==> config.mk <==
export PLATFORM = sky130hd
export DESIGN_NAME = bp_demux4
export DESIGN_NICKNAME = d
export VERILOG_FILES = /design/src/rtl/bpdmx_pkg.sv /design/src/rtl/bp_frame_tracker.sv /design/src/rtl/bp_slot_decoder.sv /design/src/rtl/bp_lane_collect.sv /design/src/rtl/bp_demux4.sv
export SDC_FILE = /design/constraint.sdc
export NUM_CORES = 1
export LEC_CHECK = 0
export ABC_CLOCK_PERIOD_IN_PS = 2800
export CORE_ASPECT_RATIO = 1.1
export CORE_UTILIZATION = 53
export DETAILED_ROUTE_END_ITERATION = 10
export DONT_BUFFER_PORTS = 1
export HOLD_SLACK_MARGIN = 0.1
export PLACE_DENSITY_LB_ADDON = 0.3
export SYNTH_ARGS = -nofsm -noshare
export SYNTH_HDL_FRONTEND = slang
export SYNTH_SLANG_ARGS = --single-unit
export TNS_END_PERCENT = 50
==> constraint.sdc <==
create_clock -name clk -period 2.8 [get_ports clk]
set_clock_uncertainty 0.05 [all_clocks]
set_input_delay 0.28 -clock clk [delete_from_list [all_inputs] [get_ports clk]]
set_output_delay 0.28 -clock clk [all_outputs]
set_load 0.03 [all_outputs]
==> src/rtl/bpdmx_pkg.sv <==
package bpdmx_pkg;
  typedef enum logic [1:0] {
    ORD_BIT_A = 2'b00,
    ORD_BIT_B = 2'b01,
    ORD_OCT_EVEN = 2'b10,
    ORD_OCT_ODD = 2'b11
  } order_e;
endpackage

==> src/rtl/bp_frame_tracker.sv <==
module bp_frame_tracker #(
  parameter int FRAME_LEN = 2048,
  parameter int POS_W = $clog2(FRAME_LEN)
) (
  input  logic             clk,
  input  logic             rst_n,
  input  logic             fsync,
  output logic [POS_W-1:0] pos_cur,
  output logic             live,
  output logic             locked,
  output logic             resync_seen
);
  localparam logic [POS_W-1:0] LAST = POS_W'(FRAME_LEN - 1);

  logic [POS_W-1:0] pos_q;
  logic             at_end;
  logic             misplaced;

  assign at_end    = (pos_q == LAST);
  assign misplaced = fsync & locked & ~at_end;

  // position of the bit sampled on this falling edge
  always_comb begin
    if (fsync || at_end) pos_cur = '0;
    else                 pos_cur = pos_q + 1'b1;
  end

  assign live = locked | fsync;

  always_ff @(negedge clk or negedge rst_n) begin
    if (!rst_n) begin
      pos_q       <= LAST;
      locked      <= 1'b0;
      resync_seen <= 1'b0;
    end else begin
      pos_q <= pos_cur;
      if (fsync)     locked      <= 1'b1;
      if (misplaced) resync_seen <= 1'b1;
    end
  end

  AST_POS_ADVANCE: assert property (@(negedge clk) disable iff (!rst_n)
    locked && !fsync && !at_end |=> pos_q == $past(pos_q) + 1'b1);
  AST_LOCK_NEEDS_SYNC: assert property (@(negedge clk) disable iff (!rst_n)
    !locked && !fsync |=> !locked);
  AST_RESYNC_STICKY: assert property (@(negedge clk) disable iff (!rst_n)
    resync_seen |=> resync_seen);
  AST_RESYNC_CAUSE: assert property (@(negedge clk) disable iff (!rst_n)
    !resync_seen && !(fsync && locked) |=> !resync_seen);
endmodule

==> src/rtl/bp_slot_decoder.sv <==
module bp_slot_decoder
  import bpdmx_pkg::*;
#(
  parameter int NUM_CH = 4,
  parameter int SLOTS  = 32,
  parameter int OCT_W  = 8,
  parameter int CH_W   = $clog2(NUM_CH),
  parameter int BIT_W  = $clog2(OCT_W),
  parameter int SLOT_W = $clog2(SLOTS),
  parameter int POS_W  = 1 + CH_W + BIT_W + SLOT_W
) (
  input  logic [POS_W-1:0]  pos,
  input  logic [1:0]        mode_sel,
  input  logic              active,
  output logic [NUM_CH-1:0] sel,
  output logic              last_bit,
  output logic [SLOT_W-1:0] slot
);
  logic [CH_W-1:0]  ch;
  logic [BIT_W-1:0] bit_idx;
  logic             data_phase;
  logic             take;

  always_comb begin
    unique case (order_e'(mode_sel))
      ORD_OCT_EVEN, ORD_OCT_ODD: begin
        bit_idx    = pos[BIT_W:1];
        ch         = pos[BIT_W+CH_W:BIT_W+1];
        data_phase = (order_e'(mode_sel) == ORD_OCT_ODD);
      end
      default: begin
        ch         = pos[CH_W:1];
        bit_idx    = pos[CH_W+BIT_W:CH_W+1];
        data_phase = 1'b0;
      end
    endcase
  end

  assign slot     = pos[POS_W-1 -: SLOT_W];
  assign take     = active && (pos[0] == data_phase);
  assign last_bit = (bit_idx == BIT_W'(OCT_W - 1));

  always_comb begin
    sel = '0;
    if (take) sel[ch] = 1'b1;
  end
endmodule

==> src/rtl/bp_lane_collect.sv <==
module bp_lane_collect #(
  parameter int OCT_W  = 8,
  parameter int SLOT_W = 5
) (
  input  logic              clk,
  input  logic              rst_n,
  input  logic              take,
  input  logic              last_bit,
  input  logic              din,
  input  logic [SLOT_W-1:0] slot_in,
  output logic              out_valid,
  input  logic              out_ready,
  output logic [OCT_W-1:0]  out_octet,
  output logic [SLOT_W-1:0] out_slot
);
  logic [OCT_W-2:0] sh_q;
  logic [OCT_W-1:0] full;
  logic             done;

  assign full = {sh_q, din};
  assign done = take & last_bit;

  always_ff @(negedge clk or negedge rst_n) begin
    if (!rst_n) begin
      sh_q      <= '0;
      out_valid <= 1'b0;
      out_octet <= '0;
      out_slot  <= '0;
    end else begin
      if (take) sh_q <= full[OCT_W-2:0];
      if (done) begin
        out_octet <= full;
        out_slot  <= slot_in;
        out_valid <= 1'b1;
      end else if (out_valid && out_ready) begin
        out_valid <= 1'b0;
      end
    end
  end

  AST_HOLD_UNTIL_TAKEN: assert property (@(negedge clk) disable iff (!rst_n)
    out_valid && !out_ready && !done |=> out_valid && $stable(out_octet) && $stable(out_slot));
  AST_RELEASE_ON_TAKE: assert property (@(negedge clk) disable iff (!rst_n)
    out_valid && out_ready && !done |=> !out_valid);
  AST_DONE_PRESENTS: assert property (@(negedge clk) disable iff (!rst_n)
    done |=> out_valid && out_slot == $past(slot_in));
endmodule

==> src/rtl/bp_demux4.sv <==
module bp_demux4 #(
  parameter int NUM_CH = 4,
  parameter int SLOTS  = 32,
  parameter int OCT_W  = 8,
  localparam int SLOT_W = $clog2(SLOTS)
) (
  input  logic                     clk,
  input  logic                     rst_n,
  input  logic                     mux_en,
  input  logic [1:0]               mode_sel,
  input  logic                     ser_in,
  input  logic                     fsync,
  output logic [NUM_CH-1:0]        lane_valid,
  input  logic [NUM_CH-1:0]        lane_ready,
  output logic [NUM_CH*OCT_W-1:0]  lane_octet,
  output logic [NUM_CH*SLOT_W-1:0] lane_slot,
  output logic                     resync_seen
);
  localparam int CH_W      = $clog2(NUM_CH);
  localparam int BIT_W     = $clog2(OCT_W);
  localparam int FRAME_LEN = SLOTS * NUM_CH * OCT_W * 2;
  localparam int POS_W     = $clog2(FRAME_LEN);

  logic [POS_W-1:0]  pos_cur;
  logic              live;
  logic              locked;
  logic [NUM_CH-1:0] sel;
  logic              last_bit;
  logic [SLOT_W-1:0] slot;

  bp_frame_tracker #(
    .FRAME_LEN(FRAME_LEN),
    .POS_W(POS_W)
  ) u_track (
    .clk(clk),
    .rst_n(rst_n),
    .fsync(fsync),
    .pos_cur(pos_cur),
    .live(live),
    .locked(locked),
    .resync_seen(resync_seen)
  );

  bp_slot_decoder #(
    .NUM_CH(NUM_CH),
    .SLOTS(SLOTS),
    .OCT_W(OCT_W),
    .CH_W(CH_W),
    .BIT_W(BIT_W),
    .SLOT_W(SLOT_W),
    .POS_W(POS_W)
  ) u_dec (
    .pos(pos_cur),
    .mode_sel(mode_sel),
    .active(live & mux_en),
    .sel(sel),
    .last_bit(last_bit),
    .slot(slot)
  );

  for (genvar g = 0; g < NUM_CH; g++) begin : g_lane
    bp_lane_collect #(
      .OCT_W(OCT_W),
      .SLOT_W(SLOT_W)
    ) u_lane (
      .clk(clk),
      .rst_n(rst_n),
      .take(sel[g]),
      .last_bit(last_bit),
      .din(ser_in),
      .slot_in(slot),
      .out_valid(lane_valid[g]),
      .out_ready(lane_ready[g]),
      .out_octet(lane_octet[g*OCT_W +: OCT_W]),
      .out_slot(lane_slot[g*SLOT_W +: SLOT_W])
    );
  end

  AST_QUIET_BEFORE_LOCK: assert property (@(negedge clk) disable iff (!rst_n)
    !locked |-> lane_valid == '0);
  AST_ONE_LANE_PER_BIT: assert property (@(negedge clk) disable iff (!rst_n)
    $onehot0(sel));
  AST_DISABLED_NO_NEW: assert property (@(negedge clk) disable iff (!rst_n)
    !mux_en && lane_valid == '0 |=> lane_valid == '0);
endmodule

==> report_table.html, run 1 <==
<table>
<tr><th>Metric</th><th>Value</th></tr>
<tr><th colspan="2">Critical path</th></tr>
<tr><td>Required time of the worst setup path</td><td>between 1.5 and 2 ns</td></tr>
<tr><td>Peak per-stage delay on the critical path</td><td>between 0.4 and 0.5 ns</td></tr>
<tr><td>Critical path, cell by cell</td><td>inv_1 -&gt; nor2_2 -&gt; a31oi_2 -&gt; or3b_4 -&gt; nor2b_4 -&gt; clkbuf_16 -&gt; mux2_4</td></tr>
<tr><td>Category of the critical setup timing path</td><td>in -&gt; reg</td></tr>
<tr><td>Arrival time worst endpoint</td><td>roughly 1.7 ns</td></tr>
<tr><td>Slowest stage cell on the critical path</td><td>sky130_fd_sc_hd__or3b_4</td></tr>
<tr><td>Critical Path Fanout Max</td><td>7</td></tr>
<tr><td>Critical path launch point type</td><td>input pin</td></tr>
<tr><td>CP endpoint kind</td><td>flip-flop</td></tr>
<tr><th colspan="2">Synth</th></tr>
<tr><td>Number of enable-type register cells in the synthesized netlist</td><td>0</td></tr>
<tr><td>Fraction of synthesis flops using an asynchronous set or reset pin</td><td>1.000</td></tr>
<tr><td>Avg Cell Area, Syn</td><td>roughly 15 sq um</td></tr>
<tr><td>Portion of the post-synthesis area used by sequential elements</td><td>0.6029</td></tr>
<tr><td>Post-synthesis instance area</td><td>between 4000 and 5000 sq um</td></tr>
<tr><td>FF+latch count, synth</td><td>97</td></tr>
<tr><td>Synthesized netlist cell count</td><td>277</td></tr>
<tr><td>Mapped Nets</td><td>between 200 and 300</td></tr>
<tr><td>Synth Warn #</td><td>0</td></tr>
<tr><td>Distinct cell type count after synthesis</td><td>45</td></tr>
<tr><td>Prevailing post-synth register cell</td><td>sky130_fd_sc_hd__dfrtn_1</td></tr>
<tr><th colspan="2">Floorplan</th></tr>
<tr><td>Core area</td><td>around 7400 sq um</td></tr>
<tr><td>Die X-Extent</td><td>between 80 and 90 um</td></tr>
<tr><td>Initial cell density of the core</td><td>0.5448</td></tr>
<tr><td>Cell row count</td><td>33</td></tr>
<tr><td>Io pins</td><td>approximately 70</td></tr>
<tr><td>Area enclosed by the die boundary</td><td>7993 sq um</td></tr>
<tr><td>Die extent in y</td><td>about 94 um</td></tr>
<tr><th colspan="2">Clock tree</th></tr>
<tr><td>Clock buffer depth</td><td>2</td></tr>
<tr><td>CTS clk-pin slew, worst paths</td><td>approximately 0.06 ns</td></tr>
<tr><td>Clock latency reported for the late side of the worst-skew pair</td><td>0.40 ns</td></tr>
<tr><td>H-tree Lvls</td><td>3</td></tr>
<tr><td>CTS tree</td><td>yes</td></tr>
<tr><td>CTS buffer count</td><td>9</td></tr>
<tr><td>Clock sink count</td><td>a little under 100</td></tr>
<tr><td>Root buffer selected by CTS</td><td>sky130_fd_sc_hd__clkbuf_8</td></tr>
<tr><td>Number of buffers added to fix hold violations after cts</td><td>0</td></tr>
<tr><th colspan="2">Drt</th></tr>
<tr><td>Final routed DRC violation total</td><td>0</td></tr>
<tr><td>Detail-routed net length per standard cell</td><td>between 15 and 20 um</td></tr>
<tr><td>Routed via count divided by cell count</td><td>between 5 and 6</td></tr>
<tr><td>DR vias</td><td>2,269</td></tr>
<tr><td>Overall routed net length</td><td>~7.3 mm</td></tr>
<tr><td>Number of design-rule violations left by the first detailed-router iteration</td><td>100</td></tr>
<tr><td>Antenna violation net count after detailed routing</td><td>0</td></tr>
<tr><td>Detailed-router iteration count before antenna repair</td><td>4</td></tr>
<tr><th colspan="2">STA</th></tr>
<tr><td>Final WS setup</td><td>-0.1844 ns</td></tr>
<tr><td>Slew Limit Headroom</td><td>0.5646</td></tr>
<tr><td>Aggregate negative setup slack</td><td>-6.387 ns</td></tr>
<tr><td># setup viols final</td><td>80</td></tr>
<tr><td>Actual slew at the worst max-slew pin</td><td>approximately 0.64 ns</td></tr>
<tr><td>Hold Fails Final Rpt</td><td>0</td></tr>
<tr><td>Unrepaired setup endpoints after global routing</td><td>true</td></tr>
<tr><td>Number of pins exceeding their max-slew limit in the final report</td><td>0</td></tr>
<tr><th colspan="2">Worst hold path</th></tr>
<tr><td>Class of the tightest hold or removal check</td><td>reg -&gt; reg</td></tr>
<tr><th colspan="2">Place</th></tr>
<tr><td>Total placed instance area</td><td>4290 sq um</td></tr>
<tr><td>Number of I/O port buffers</td><td>0</td></tr>
<tr><td>Worst slack at placement</td><td>-0.6105 ns</td></tr>
<tr><td>Sum of net half-perimeters after detailed placement</td><td>about 4.9 mm</td></tr>
<tr><td>Last weighted congestion value of the routability-driven placer</td><td>just over 0.8</td></tr>
<tr><th colspan="2">Finish</th></tr>
<tr><td>Area of the multi-input gates</td><td>1600 sq um</td></tr>
<tr><td>Fill cell total of the finished layout</td><td>545</td></tr>
<tr><td>Synthesis-to-layout area growth</td><td>16.59%</td></tr>
<tr><td>Post-route core utilization</td><td>0.6352</td></tr>
<tr><td>Fraction of layout cells with a size suffix above 1</td><td>0.4732</td></tr>
<tr><td>Area of all placed cells without fillers</td><td>between 4000 and 5000 sq um</td></tr>
<tr><td>Layout Nets</td><td>~320</td></tr>
<tr><td>Seq. cell area</td><td>2441 sq um</td></tr>
<tr><td>Antenna diode instance count</td><td>0</td></tr>
<tr><th colspan="2">Run status</th></tr>
<tr><td>Run status</td><td>finished, violations left</td></tr>
<tr><td>Violated checks</td><td>negative setup slack</td></tr>
<tr><th colspan="2">GRT</th></tr>
<tr><td>Global-route usage over all layers</td><td>0.1944</td></tr>
<tr><td>Vias in the first global route</td><td>2,326</td></tr>
<tr><td>Initial antenna violation count</td><td>0</td></tr>
<tr><td>Total overflow reported by the global router</td><td>0</td></tr>
<tr><td>Pin count of the biggest net entering global routing</td><td>between 90 and 100</td></tr>
<tr><td>Global-route wire length before repair</td><td>11.70 mm</td></tr>
<tr><th colspan="2">Power and ir drop</th></tr>
<tr><td>Leakage Power</td><td>2.318 nW</td></tr>
<tr><td>Areal power density over the cells</td><td>564.8 nW/um^2</td></tr>
<tr><td>IR drop worst, VDD</td><td>about 0.43 mV</td></tr>
<tr><th colspan="2">Flow run</th></tr>
<tr><td>Total of max-cap violations</td><td>0</td></tr>
</table>
==> layout make-up <==
cell class | instances | area share
clock buffers | 12 | 0.03737
clock inverters | 15 | 0.01511
flip-flops and latches | 97 | 0.5171
inverters | 9 | 0.007156
well taps | 87 | 0.02306
multi-input cells | 156 | 0.3390
repair buffers | 28 | 0.06122
==> kinds of logic (layout without fill, tap and decap cells) <==
logic type | count (synthesis) | after routing | synth area share
adders and majority gates | 1 | 1 | 0.003090
AOI/OAI and AO/OA | 22 | 22 | 0.04234
xor gates and xnor gates | 9 | 9 | 0.01947
and+or+nand+nor | 44 | 44 | 0.06366
buffers and inverters | 24 | 64 | 0.03770
muxes | 80 | 80 | 0.2308
DFF | 97 | 97 | 0.6029
==> power by group <==
| group | leakage (nW) | switching (mW) | total [mW] | internal, mW |
|---|---|---|---|---|
| logic | 0.871 | 0.0528 | 0.146 | 0.0936 |
| clock network | 0.162 | 0.514 | 0.962 | 0.448 |
| registers | 1.28 | 0.0601 | 1.56 | 1.50 |
| total | 2.32 | 0.626 | 2.67 | 2.04 |
==> routing by layer <==
layer | part of all wire | global-route usage | vias up
li1 | - | - | 1044
met1 | 0.44 | 0.2516 | 1174
met2 | 0.49 | 0.3078 | 41
met3 | 0.053 | 0.06503 | 10
met4 | 0.016 | 0.06944 | 0
met5 | 0 | 0 | -
==> cells in the mapped netlist, types with 2 or more instances <==
cell type,number,area [sq um]
sky130_fd_sc_hd__a31oi_1,2,12.51
sky130_fd_sc_hd__buf_6,2,22.52
sky130_fd_sc_hd__nor3_1,2,10.01
sky130_fd_sc_hd__xor2_1,4,35.03
sky130_fd_sc_hd__mux2_1,8,90.09
sky130_fd_sc_hd__or2_2,2,12.51
sky130_fd_sc_hd__o21ai_2,2,17.52
sky130_fd_sc_hd__mux2_4,9,135.1
sky130_fd_sc_hd__nor2b_1,3,18.77
sky130_fd_sc_hd__nand3_1,3,15.01
sky130_fd_sc_hd__nand4_1,2,12.51
sky130_fd_sc_hd__dfstp_2,11,289.0
sky130_fd_sc_hd__nand2_2,2,12.51
sky130_fd_sc_hd__a21oi_1,2,10.01
sky130_fd_sc_hd__buf_2,4,20.02
sky130_fd_sc_hd__mux2_2,63,709.4
sky130_fd_sc_hd__nand3_2,2,20.02
sky130_fd_sc_hd__nor2_1,13,48.80
sky130_fd_sc_hd__buf_4,7,52.55
sky130_fd_sc_hd__inv_1,10,37.54
sky130_fd_sc_hd__xnor2_1,5,43.79
sky130_fd_sc_hd__nand2_1,7,26.28
sky130_fd_sc_hd__o21ai_0,4,20.02
sky130_fd_sc_hd__dfrtn_1,86,2152
sky130_fd_sc_hd__a21o_1,2,15.01
==> stage by stage <==
stage	hold WS, ns	instances	total power, mW
5_1_grt	0.4257	404	2.790
3_5_place_dp	0.4087	372	1.738
4_1_cts	0.4093	403	2.683
3_3_place_gp	0.3945	372	1.733
2_1_floorplan	0.3651	277	1.704
6_report	0.4046	404	2.666
==> sequential cells by signal (all words and copies together), names as in the netlist <==
| signal | flops |
|---|---|
| g_lane.u_lane.out_slot | 20 |
| u_track.pos_q | 11 |
| g_lane.u_lane.out_octet | 32 |
| g_lane.u_lane.sh_q | 28 |
| u_track.resync_seen | 1 |
| u_track.locked | 1 |
| g_lane.u_lane.out_valid | 4 |
==> timing repair <==
action	4_1_cts	5_1_grt
gates resized for setup	11	18
setup buffers	4	2
pin swaps	5	2
setup endpoints to repair	67	80
gates cloned	1	0
==> cells in the final DEF (no fill, tap or decap), types with 2 or more instances in the layout <==
| cell | Yosys | final |
|---|---|---|
| sky130_fd_sc_hd__nand2_1 | 7 | 7 |
| sky130_fd_sc_hd__nor2b_1 | 3 | 2 |
| sky130_fd_sc_hd__inv_1 | 10 | 20 |
| sky130_fd_sc_hd__dfstp_2 | 11 | 11 |
| sky130_fd_sc_hd__a21o_1 | 2 | 2 |
| sky130_fd_sc_hd__xor2_1 | 4 | 4 |
| sky130_fd_sc_hd__clkinv_4 | 0 | 2 |
| sky130_fd_sc_hd__mux2_1 | 8 | 8 |
| sky130_fd_sc_hd__nor3_2 | 1 | 2 |
| sky130_fd_sc_hd__nor2b_4 | 1 | 2 |
| sky130_fd_sc_hd__mux2_4 | 9 | 26 |
| sky130_fd_sc_hd__o21ai_4 | 0 | 2 |
| sky130_fd_sc_hd__nand3_1 | 3 | 3 |
| sky130_fd_sc_hd__nand2_2 | 2 | 2 |
| sky130_fd_sc_hd__o21ai_0 | 4 | 4 |
| sky130_fd_sc_hd__xnor2_1 | 5 | 5 |
| sky130_fd_sc_hd__buf_6 | 2 | 3 |
| sky130_fd_sc_hd__buf_4 | 7 | 20 |
| sky130_fd_sc_hd__nand4_1 | 2 | 2 |
| sky130_fd_sc_hd__clkbuf_8 | 0 | 11 |
| sky130_fd_sc_hd__clkbuf_16 | 0 | 2 |
| sky130_fd_sc_hd__nand3_2 | 2 | 2 |
| sky130_fd_sc_hd__nor2_1 | 13 | 12 |
| sky130_fd_sc_hd__buf_12 | 1 | 4 |
| sky130_fd_sc_hd__mux2_2 | 63 | 46 |
| sky130_fd_sc_hd__dfrtn_1 | 86 | 86 |
==> path summary, 6_finish.rpt <==
| path | cells past startpoint | end | from | slack [ns] |
|---|---|---|---|---|
| min in group asynchronous | 0 | g_lane[0].u_lane.out_valid$_DFFE_NN0P_ | rst_n | 0.87 |
| max in group asynchronous | 0 | u_track.pos_q[8]$_DFF_NN1_ | rst_n | 1.52 |
| hold reg to reg | 1 | g_lane[3].u_lane.sh_q[6]$_DFFE_NN0P_ | g_lane[3].u_lane.sh_q[6]$_DFFE_NN0P_ | 0.40 |
| hold / removal | 1 | g_lane[3].u_lane.sh_q[6]$_DFFE_NN0P_ | g_lane[3].u_lane.sh_q[6]$_DFFE_NN0P_ | 0.40 |
| setup reg to reg | 8 | g_lane[2].u_lane.out_octet[4]$_DFFE_NN0P_ | u_track.pos_q[0]$_DFF_NN1_ | 0.04 |
| setup / recovery | 7 | g_lane[2].u_lane.out_octet[4]$_DFFE_NN0P_ | mode_sel[1] | -0.18 |
==> critical path: cells and delay by family <==
family	cells	cell delay, ns
AO/OA/AOI/OAI	1	0.12
buffers and inverters	2	0.26
multiplexers	1	0.29
AND/OR/NAND/NOR	3	0.76
No activity file was read; power rests on OpenSTA's default activity.
==> run 2, diff against run 1 <==
--- a/config.mk
+++ b/config.mk
@@ -11,7 +11,7 @@
 export DETAILED_ROUTE_END_ITERATION = 10
 export DONT_BUFFER_PORTS = 1
 export HOLD_SLACK_MARGIN = 0.1
-export PLACE_DENSITY_LB_ADDON = 0.3
+export PLACE_DENSITY = 0.77
 export SYNTH_ARGS = -nofsm -noshare
 export SYNTH_HDL_FRONTEND = slang
 export SYNTH_SLANG_ARGS = --single-unit
==> run 2 against run 1 <==
- register-to-register slack got worse by 0.11 ns
- global-route usage rose by 1.2 points
- first-iteration DRC count rose by 20%
- total power rose by 2.5%
- the run still ends with negative setup slack left
- clock power rose by 3.0%
- setup slack got worse by 0.059 ns
- combinational power rose by 21%
- sequential share of layout area fell by 0.19 points
- cell count fell by 0.74%
- wire length rose by 9.3%
- count of clock-buffer cells in the layout fell by 2
- largest power group unchanged
==> report_table.html, run 2 (synthesized netlist as in run 1, its figures left out) <==
<table>
<tr><th>Metric</th><th>Value</th></tr>
<tr><th colspan="2">Worst hold path</th></tr>
<tr><td>Origin of the worst min-delay path</td><td>g_lane[3].u_lane.sh_q[5]$_DFFE_NN0P_ (was g_lane[3].u_lane.sh_q[6]$_DFFE_NN0P_)</td></tr>
<tr><td>Class of the tightest hold or removal check</td><td>reg -&gt; reg (unchanged)</td></tr>
<tr><td>Depth of the worst hold-timing path</td><td>1 (unchanged)</td></tr>
<tr><td>Capture endpoint of the worst hold path</td><td>g_lane[3].u_lane.out_octet[6]$_DFFE_NN0P_ (was g_lane[3].u_lane.sh_q[6]$_DFFE_NN0P_)</td></tr>
<tr><th colspan="2">Clock tree</th></tr>
<tr><td>Root buffer selected by CTS</td><td>sky130_fd_sc_hd__clkbuf_8 (unchanged)</td></tr>
<tr><td>Clock sink count</td><td>97 (unchanged)</td></tr>
<tr><td>CTS clk-pin slew, worst paths</td><td>0.06 ns (about the same)</td></tr>
<tr><td>Clock latency reported for the late side of the worst-skew pair</td><td>0.41 ns (was 0.40 ns)</td></tr>
<tr><td>H-tree Lvls</td><td>3 (unchanged)</td></tr>
<tr><td>CTS tree</td><td>yes (unchanged)</td></tr>
<tr><td>Clock buffer depth</td><td>2 (unchanged)</td></tr>
<tr><td>CTS buffer count</td><td>9 (unchanged)</td></tr>
<tr><th colspan="2">Drt</th></tr>
<tr><td>Detail-routed net length per standard cell</td><td>19.97 um (was 18.14 um)</td></tr>
<tr><td>Detailed-router iteration count before antenna repair</td><td>5 (was 4)</td></tr>
<tr><td>Final routed DRC violation total</td><td>0 (unchanged)</td></tr>
<tr><td>Number of design-rule violations left by the first detailed-router iteration</td><td>120 (was 100)</td></tr>
<tr><td>Antenna violation net count after detailed routing</td><td>0 (unchanged)</td></tr>
<tr><td>Uppermost routed layer</td><td>met4 (unchanged)</td></tr>
<tr><td>Overall routed net length</td><td>8.009 mm (was 7.329 mm)</td></tr>
<tr><td>Routed via count divided by cell count</td><td>5.771 (was 5.616)</td></tr>
<tr><td>Routed length on met3</td><td>417 um (was 391 um)</td></tr>
<tr><td>Total routed wire length on the met1 layer</td><td>3.357 mm (was 3.257 mm)</td></tr>
<tr><td>DR vias</td><td>2,314 (was 2,269)</td></tr>
<tr><td>Wire length on met2</td><td>4.042 mm (was 3.562 mm)</td></tr>
<tr><th colspan="2">Critical path</th></tr>
<tr><td>Length in cells of the worst reg-to-reg path</td><td>8 (unchanged)</td></tr>
<tr><td>CP endpoint kind</td><td>flip-flop (unchanged)</td></tr>
<tr><td>Capture instance of the worst register-to-register path</td><td>g_lane[2].u_lane.out_octet[3]$_DFFE_NN0P_ (was g_lane[2].u_lane.out_octet[4]$_DFFE_NN0P_)</td></tr>
<tr><td>Category of the critical setup timing path</td><td>in -&gt; reg (unchanged)</td></tr>
<tr><td>Required time of the worst setup path</td><td>1.55 ns (was 1.54 ns)</td></tr>
<tr><td>Critical Path Fanout Max</td><td>7 (unchanged)</td></tr>
<tr><td>Critical path launch point type</td><td>input pin (unchanged)</td></tr>
<tr><td>Reg2Reg Launch Point</td><td>u_track.pos_q[0]$_DFF_NN1_ (unchanged)</td></tr>
<tr><td>Worst-case register-to-register setup slack</td><td>-0.07 ns (was 0.04 ns)</td></tr>
<tr><td>Arrival time worst endpoint</td><td>1.79 ns (was 1.72 ns)</td></tr>
<tr><th colspan="2">STA</th></tr>
<tr><td>Actual slew at the worst max-slew pin</td><td>0.5685 ns (was 0.6449 ns)</td></tr>
<tr><td># setup viols final</td><td>81 (was 80)</td></tr>
<tr><td>Final WS setup</td><td>-0.2438 ns (was -0.1844 ns)</td></tr>
<tr><td>Hold Fails Final Rpt</td><td>0 (unchanged)</td></tr>
<tr><td>Unrepaired setup endpoints after global routing</td><td>true (unchanged)</td></tr>
<tr><td>Number of pins exceeding their max-slew limit in the final report</td><td>0 (unchanged)</td></tr>
<tr><td>Slew Limit Headroom</td><td>0.6169 (was 0.5646)</td></tr>
<tr><td>Minimum hold slack</td><td>0.4016 ns (was 0.4046 ns)</td></tr>
<tr><th colspan="2">Finish</th></tr>
<tr><td>Fraction of layout cells with a size suffix above 1</td><td>0.4745 (was 0.4732)</td></tr>
<tr><td>Layout Nets</td><td>321 (was 324)</td></tr>
<tr><td>Post-route core utilization</td><td>0.6375 (was 0.6352)</td></tr>
<tr><td>Top register by number of flip-flops</td><td>g_lane.u_lane.out_octet (unchanged)</td></tr>
<tr><td>Most common cell after layout, fill and taps aside</td><td>sky130_fd_sc_hd__dfrtn_1 (unchanged)</td></tr>
<tr><td>Synthesis-to-layout area growth</td><td>17.03% (was 16.59%)</td></tr>
<tr><td>Antenna diode instance count</td><td>0 (unchanged)</td></tr>
<tr><td>Top library cells by usage in the layout, fill and taps aside</td><td>sky130_fd_sc_hd__dfrtn_1, sky130_fd_sc_hd__mux2_2, sky130_fd_sc_hd__mux2_4 (unchanged)</td></tr>
<tr><td>Count of non-filler cells in the finished layout</td><td>401 (was 404)</td></tr>
<tr><td>Seq. cell area</td><td>2441 sq um (unchanged)</td></tr>
<tr><td>Regs by FF count</td><td>g_lane.u_lane.out_octet (32), g_lane.u_lane.sh_q (28), g_lane.u_lane.out_slot (20) (unchanged)</td></tr>
<tr><td>Area of the multi-input gates</td><td>1625 sq um (was 1600 sq um)</td></tr>
<tr><td>Flip-flop count of the largest register, all copies and words added</td><td>32 (unchanged)</td></tr>
<tr><td>Fill cell total of the finished layout</td><td>530 (was 545)</td></tr>
<tr><th colspan="2">Run status</th></tr>
<tr><td>Run status</td><td>finished, violations left (unchanged)</td></tr>
<tr><td>Violated checks</td><td>negative setup slack (unchanged)</td></tr>
<tr><th colspan="2">Place</th></tr>
<tr><td>Last weighted congestion value of the routability-driven placer</td><td>0.7994 (was 0.8228)</td></tr>
<tr><td>Worst slack at placement</td><td>-0.6100 ns (was -0.6105 ns)</td></tr>
<tr><td>Sum of net half-perimeters after detailed placement</td><td>5.044 mm (was 4.863 mm)</td></tr>
<tr><td>Placed Instances</td><td>370 (was 372)</td></tr>
<tr><td>Number of I/O port buffers</td><td>0 (unchanged)</td></tr>
<tr><th colspan="2">Flow run</th></tr>
<tr><td>Total of max-cap violations</td><td>0 (unchanged)</td></tr>
<tr><th colspan="2">GRT</th></tr>
<tr><td>Total overflow reported by the global router</td><td>0 (unchanged)</td></tr>
<tr><td>Global-route usage over all layers</td><td>0.2065 (was 0.1944)</td></tr>
<tr><td>Global-route wire length before repair</td><td>12.34 mm (was 11.70 mm)</td></tr>
<tr><td>Pin count of the biggest net entering global routing</td><td>98 (unchanged)</td></tr>
<tr><td>Vias in the first global route</td><td>2,406 (was 2,326)</td></tr>
<tr><td>Initial antenna violation count</td><td>0 (unchanged)</td></tr>
<tr><th colspan="2">Floorplan</th></tr>
<tr><td>Io pins</td><td>68 (unchanged)</td></tr>
<tr><td>Die extent in y</td><td>93.67 um (unchanged)</td></tr>
<tr><td>Cell row count</td><td>33 (unchanged)</td></tr>
<tr><td>Area enclosed by the die boundary</td><td>7993 sq um (unchanged)</td></tr>
<tr><td>Die X-Extent</td><td>85.34 um (unchanged)</td></tr>
<tr><td>Initial cell density of the core</td><td>0.5448 (unchanged)</td></tr>
<tr><td>Core area</td><td>7432 sq um (unchanged)</td></tr>
<tr><th colspan="2">Power and ir drop</th></tr>
<tr><td>IR drop worst, VDD</td><td>0.3732 mV (was 0.4315 mV)</td></tr>
<tr><td>Areal power density over the cells</td><td>576.6 nW/um^2 (was 564.8 nW/um^2)</td></tr>
<tr><td>Leakage Power</td><td>2.336 nW (was 2.318 nW)</td></tr>
<tr><td>Final total power</td><td>2.732 mW (was 2.666 mW)</td></tr>
</table>
run 2: power breakdown:
part | internal, mW | switching [mW] | total, mW
Combinational | 0.118 | 0.0583 | 0.177
Clock | 0.466 | 0.526 | 0.991
Sequential | 1.50 | 0.0661 | 1.56
Total | 2.08 | 0.650 | 2.73
run 2: worst max-delay path, stage by stage:
cell and delay, ns:
sky130_fd_sc_hd__inv_1 0.08, sky130_fd_sc_hd__nor2_2 0.18, sky130_fd_sc_hd__a31oi_2 0.13, sky130_fd_sc_hd__or3b_4 0.42
sky130_fd_sc_hd__nor2b_4 0.21, sky130_fd_sc_hd__clkbuf_16 0.18, sky130_fd_sc_hd__mux2_4 0.29
run 2: worst max-delay path by stage:
stage,from,end,slack [ns]
after floorplan,fsync,g_lane[2].u_lane.out_octet[2]$_DFFE_NN0P_,-0.75
after global routing,fsync,g_lane[2].u_lane.out_slot[3]$_DFFE_NN0P_,-0.27
after global placement,fsync,g_lane[2].u_lane.out_octet[1]$_DFFE_NN0P_,-0.57
after detailed placement,fsync,g_lane[2].u_lane.out_octet[1]$_DFFE_NN0P_,-0.61
after CTS,fsync,g_lane[2].u_lane.out_slot[3]$_DFFE_NN0P_,-0.19
final,mode_sel[1],g_lane[2].u_lane.out_octet[3]$_DFFE_NN0P_,-0.24
run 2: cell type report:
type,instances,area share
clock buffers,10,0.02905
flip-flops and latches,97,0.5152
multi-input cells,156,0.3430
clock inverters,17,0.02350
repair buffers,25,0.05915
well taps,87,0.02297
inverters,9,0.007130
run 2: per-stage QoR:
step / area [sq um] / TNS [ns]
2_1_floorplan: 4100 / -31.55
3_3_place_gp: 4275 / -35.63
3_5_place_dp: 4275 / -37.40
4_1_cts: 4639 / -6.473
5_1_grt: 4738 / -12.98
6_report: 4738 / -8.852
run 2: timing repair:
action | CTS | global route
setup buffers | 2 | 2
endpoints found under the hold margin | 0 | 0
setup endpoints to repair | 67 | 81
pin swaps | 4 | 0
hold buffers | 0 | 0
cloned | 1 | 1
gates resized for setup | 17 | 19
run 2: per-layer routing:
metal	global-route usage	up-vias
li1	-	1027
met4	0.1042	0
met1	0.2546	1197
met3	0.05360	21
met2	0.3380	69
met5	0	-
==> run 3, diff against run 2 <==
--- a/config.mk
+++ b/config.mk
@@ -7,6 +7,7 @@
 export LEC_CHECK = 0
 export ABC_CLOCK_PERIOD_IN_PS = 2800
 export CORE_ASPECT_RATIO = 1.1
+export CORE_MARGIN = 5
 export CORE_UTILIZATION = 53
 export DETAILED_ROUTE_END_ITERATION = 10
 export DONT_BUFFER_PORTS = 1
==> run 3 against run 2 <==
- die area increased by 19%
- the run still ends with negative setup slack left
- register-to-register slack improved by 0.06 ns
- largest cell class unchanged
- critical path type unchanged
- wire length increased by 1.0%
- cell count increased by 6.0%
- clock power decreased by 9.7%
- final area increased by 1.6%
==> report_table.html, run 3 (synthesized netlist as in run 1, its figures left out) <==
<table>
<tr><th>Metric</th><th>Value</th></tr>
<tr><th colspan="2">Run status</th></tr>
<tr><td>Run status</td><td>finished, violations left (unchanged)</td></tr>
<tr><td>Violated checks</td><td>negative setup slack (unchanged)</td></tr>
<tr><th colspan="2">Critical path</th></tr>
<tr><td>CP endpoint kind</td><td>flip-flop (unchanged)</td></tr>
<tr><td>Reg2Reg Launch Point</td><td>u_track.pos_q[0]$_DFF_NN1_ (unchanged)</td></tr>
<tr><td>Critical path launch point type</td><td>input pin (unchanged)</td></tr>
<tr><td>End of the critical path</td><td>g_lane[2].u_lane.out_octet[7]$_DFFE_NN0P_ (was g_lane[2].u_lane.out_octet[3]$_DFFE_NN0P_)</td></tr>
<tr><td>Required time of the worst setup path</td><td>1.54 ns (was 1.55 ns)</td></tr>
<tr><td>Worst setup path start</td><td>mode_sel[1] (unchanged)</td></tr>
<tr><td>Critical Path Fanout Max</td><td>7 (unchanged)</td></tr>
<tr><td>Critical path, cell by cell</td><td>clkinvlp_4 -&gt; nor2_2 -&gt; a31oi_2 -&gt; or3b_4 -&gt; nor2b_4 -&gt; buf_6 -&gt; mux2_4 (was inv_1 -&gt; nor2_2 -&gt; a31oi_2 -&gt; or3b_4 -&gt; nor2b_4 -&gt; clkbuf_16 -&gt; mux2_4)</td></tr>
<tr><td>Capture instance of the worst register-to-register path</td><td>g_lane[2].u_lane.out_octet[7]$_DFFE_NN0P_ (was g_lane[2].u_lane.out_octet[3]$_DFFE_NN0P_)</td></tr>
<tr><td>Worst-case register-to-register setup slack</td><td>-0.01 ns (was -0.07 ns)</td></tr>
<tr><td>Length in cells of the worst reg-to-reg path</td><td>8 (unchanged)</td></tr>
<tr><td>Category of the critical setup timing path</td><td>in -&gt; reg (unchanged)</td></tr>
<tr><td>Peak per-stage delay on the critical path</td><td>0.44 ns (was 0.42 ns)</td></tr>
<tr><td>Slowest stage cell on the critical path</td><td>sky130_fd_sc_hd__or3b_4 (unchanged)</td></tr>
<tr><td>Arrival time worst endpoint</td><td>1.82 ns (was 1.79 ns)</td></tr>
<tr><th colspan="2">Place</th></tr>
<tr><td>Total placed instance area</td><td>4305 sq um (was 4275 sq um)</td></tr>
<tr><td>Number of I/O port buffers</td><td>0 (unchanged)</td></tr>
<tr><td>Sum of net half-perimeters after detailed placement</td><td>5.187 mm (was 5.044 mm)</td></tr>
<tr><td>Last weighted congestion value of the routability-driven placer</td><td>0.7602 (was 0.7994)</td></tr>
<tr><th colspan="2">STA</th></tr>
<tr><td>Aggregate negative setup slack</td><td>-8.973 ns (was -8.852 ns)</td></tr>
<tr><td>Number of pins exceeding their max-slew limit in the final report</td><td>0 (unchanged)</td></tr>
<tr><td>Unrepaired setup endpoints after global routing</td><td>true (unchanged)</td></tr>
<tr><td>Slew Limit Headroom</td><td>0.5804 (was 0.6169)</td></tr>
<tr><td>Actual slew at the worst max-slew pin</td><td>0.6215 ns (was 0.5685 ns)</td></tr>
<tr><td># setup viols final</td><td>81 (unchanged)</td></tr>
<tr><td>Final WS setup</td><td>-0.2750 ns (was -0.2438 ns)</td></tr>
<tr><td>Hold Fails Final Rpt</td><td>0 (unchanged)</td></tr>
<tr><th colspan="2">GRT</th></tr>
<tr><td>Total overflow reported by the global router</td><td>0 (unchanged)</td></tr>
<tr><td>Global-route usage over all layers</td><td>0.1736 (was 0.2065)</td></tr>
<tr><td>Vias in the first global route</td><td>2,419 (was 2,406)</td></tr>
<tr><td>Initial antenna violation count</td><td>0 (unchanged)</td></tr>
<tr><td>Global-route wire length before repair</td><td>12.72 mm (was 12.34 mm)</td></tr>
<tr><td>Pin count of the biggest net entering global routing</td><td>98 (unchanged)</td></tr>
<tr><th colspan="2">Drt</th></tr>
<tr><td>Detail-routed net length per standard cell</td><td>19.04 um (was 19.97 um)</td></tr>
<tr><td>Routed via count divided by cell count</td><td>5.395 (was 5.771)</td></tr>
<tr><td>Number of design-rule violations left by the first detailed-router iteration</td><td>146 (was 120)</td></tr>
<tr><td>Final routed DRC violation total</td><td>0 (unchanged)</td></tr>
<tr><td>Overall routed net length</td><td>8.092 mm (was 8.009 mm)</td></tr>
<tr><td>Antenna violation net count after detailed routing</td><td>0 (unchanged)</td></tr>
<tr><td>Detailed-router iteration count before antenna repair</td><td>4 (was 5)</td></tr>
<tr><td>DR vias</td><td>2,293 (was 2,314)</td></tr>
<tr><th colspan="2">Power and ir drop</th></tr>
<tr><td>IR drop worst, VDD</td><td>0.4471 mV (was 0.3732 mV)</td></tr>
<tr><td>Areal power density over the cells</td><td>546.1 nW/um^2 (was 576.6 nW/um^2)</td></tr>
<tr><td>Final total power</td><td>2.628 mW (was 2.732 mW)</td></tr>
<tr><td>Leakage Power</td><td>2.355 nW (was 2.336 nW)</td></tr>
<tr><th colspan="2">Floorplan</th></tr>
<tr><td>Core area</td><td>7473 sq um (was 7432 sq um)</td></tr>
<tr><td>Die X-Extent</td><td>93.34 um (was 85.34 um)</td></tr>
<tr><td>Area enclosed by the die boundary</td><td>9489 sq um (was 7993 sq um)</td></tr>
<tr><td>Die extent in y</td><td>101.7 um (was 93.67 um)</td></tr>
<tr><td>Initial cell density of the core</td><td>0.5418 (was 0.5448)</td></tr>
<tr><td>Cell row count</td><td>33 (unchanged)</td></tr>
<tr><td>Io pins</td><td>68 (unchanged)</td></tr>
<tr><th colspan="2">Clock tree</th></tr>
<tr><td>Clock buffer depth</td><td>2 (unchanged)</td></tr>
<tr><td>CTS tree</td><td>yes (unchanged)</td></tr>
<tr><td>Root buffer selected by CTS</td><td>sky130_fd_sc_hd__clkbuf_8 (unchanged)</td></tr>
<tr><td>CTS clk-pin slew, worst paths</td><td>0.06 ns (about the same)</td></tr>
<tr><td>H-tree Lvls</td><td>3 (unchanged)</td></tr>
<tr><td>Clock sink count</td><td>97 (unchanged)</td></tr>
<tr><td>Clock latency reported for the late side of the worst-skew pair</td><td>0.40 ns (was 0.41 ns)</td></tr>
<tr><td>CTS buffer count</td><td>9 (unchanged)</td></tr>
<tr><th colspan="2">Finish</th></tr>
<tr><td>Synthesis-to-layout area growth</td><td>18.88% (was 17.03%)</td></tr>
<tr><td>Area of all placed cells without fillers</td><td>4813 sq um (was 4738 sq um)</td></tr>
<tr><td>Fill cell total of the finished layout</td><td>528 (was 530)</td></tr>
<tr><td>Top register by number of flip-flops</td><td>g_lane.u_lane.out_octet (unchanged)</td></tr>
<tr><td>Flip-flop count of the largest register, all copies and words added</td><td>32 (unchanged)</td></tr>
<tr><td>Top library cells by usage in the layout, fill and taps aside</td><td>sky130_fd_sc_hd__dfrtn_1, sky130_fd_sc_hd__mux2_2, sky130_fd_sc_hd__mux2_4 (unchanged)</td></tr>
<tr><td>Fraction of layout cells with a size suffix above 1</td><td>0.5219 (was 0.4745)</td></tr>
<tr><td>Regs by FF count</td><td>g_lane.u_lane.out_octet (32), g_lane.u_lane.sh_q (28), g_lane.u_lane.out_slot (20) (unchanged)</td></tr>
<tr><td>Layout Nets</td><td>327 (was 321)</td></tr>
<tr><td>Antenna diode instance count</td><td>0 (unchanged)</td></tr>
<tr><td>Most common cell after layout, fill and taps aside</td><td>sky130_fd_sc_hd__dfrtn_1 (unchanged)</td></tr>
<tr><th colspan="2">Worst hold path</th></tr>
<tr><td>Class of the tightest hold or removal check</td><td>reg -&gt; reg (unchanged)</td></tr>
<tr><td>Origin of the worst min-delay path</td><td>g_lane[0].u_lane.sh_q[6]$_DFFE_NN0P_ (was g_lane[3].u_lane.sh_q[5]$_DFFE_NN0P_)</td></tr>
<tr><th colspan="2">Flow run</th></tr>
<tr><td>Total of max-cap violations</td><td>0 (unchanged)</td></tr>
</table>
==> run 3: report_power, final <==
group / total (mW) / internal, mW / leakage (nW) / switching [mW]
Combinational: 0.170 / 0.108 / 0.921 / 0.0624
Sequential: 1.56 / 1.50 / 1.28 / 0.0650
Clock: 0.895 / 0.362 / 0.149 / 0.533
Total: 2.63 / 1.97 / 2.35 / 0.661
==> run 3: layout make-up <==
| type | count | area (sq um) | area share |
|---|---|---|---|
| Timing Repair Buffer | 31 | 314.1 | 0.06525 |
| Clock buffer | 10 | 131.4 | 0.02729 |
| Multi-Input combinational cell | 156 | 1669 | 0.3468 |
| Tap cell | 105 | 131.4 | 0.02729 |
| Inverter | 9 | 37.54 | 0.007798 |
| Sequential cell | 97 | 2441 | 0.5071 |
| Clock inverter | 17 | 88.84 | 0.01846 |
==> run 3: per-stage QoR <==
stage               utilization  instances  hold WS (ns)  setup WS [ns]
floorplan                     -        277        0.3651        -0.7477
global placement         0.5761        389        0.3956        -0.5905
detailed placement       0.5761        389        0.3987        -0.6385
CTS                      0.6223        420        0.4037        -0.2031
global route             0.6441        425        0.4311        -0.3010
finish                   0.6441        425        0.3985        -0.2750
==> run 3: repair_timing <==
item / CTS / global route
pin swaps: 3 / 6
cloned: 1 / 1
resized for setup: 19 / 33
setup buffers: 5 / 7
endpoints found under the setup margin: 67 / 81
hold buffers: 0 / 0
endpoints found under the hold margin: 0 / 0
==> run 3: worst min-delay path by stage <==
stage,to,slack (ns),cells past startpoint
2_1_floorplan,g_lane[2].u_lane.out_valid$_DFFE_NN0P_,0.37,1
3_3_place_gp,g_lane[3].u_lane.out_octet[4]$_DFFE_NN0P_,0.40,1
3_5_place_dp,g_lane[2].u_lane.out_octet[7]$_DFFE_NN0P_,0.40,1
4_1_cts,g_lane[0].u_lane.sh_q[6]$_DFFE_NN0P_,0.40,1
5_1_grt,g_lane[3].u_lane.out_octet[7]$_DFFE_NN0P_,0.43,1
6_report,g_lane[0].u_lane.sh_q[6]$_DFFE_NN0P_,0.40,1
==> run 3: per-layer routing <==
metal,track usage,vias up,part of all wire
li1,-,1037,-
met1,0.2195,1203,0.42
met2,0.2816,43,0.50
met3,0.05869,10,0.062
met4,0.05862,0,0.015
met5,0,-,0
==> run 3: critical path, delay by kind of cell <==
family	cells	cell delay, ns
AO/OA/AOI/OAI	1	0.14
buffers and inverters	2	0.29
AND/OR/NAND/NOR	3	0.79
multiplexers	1	0.30
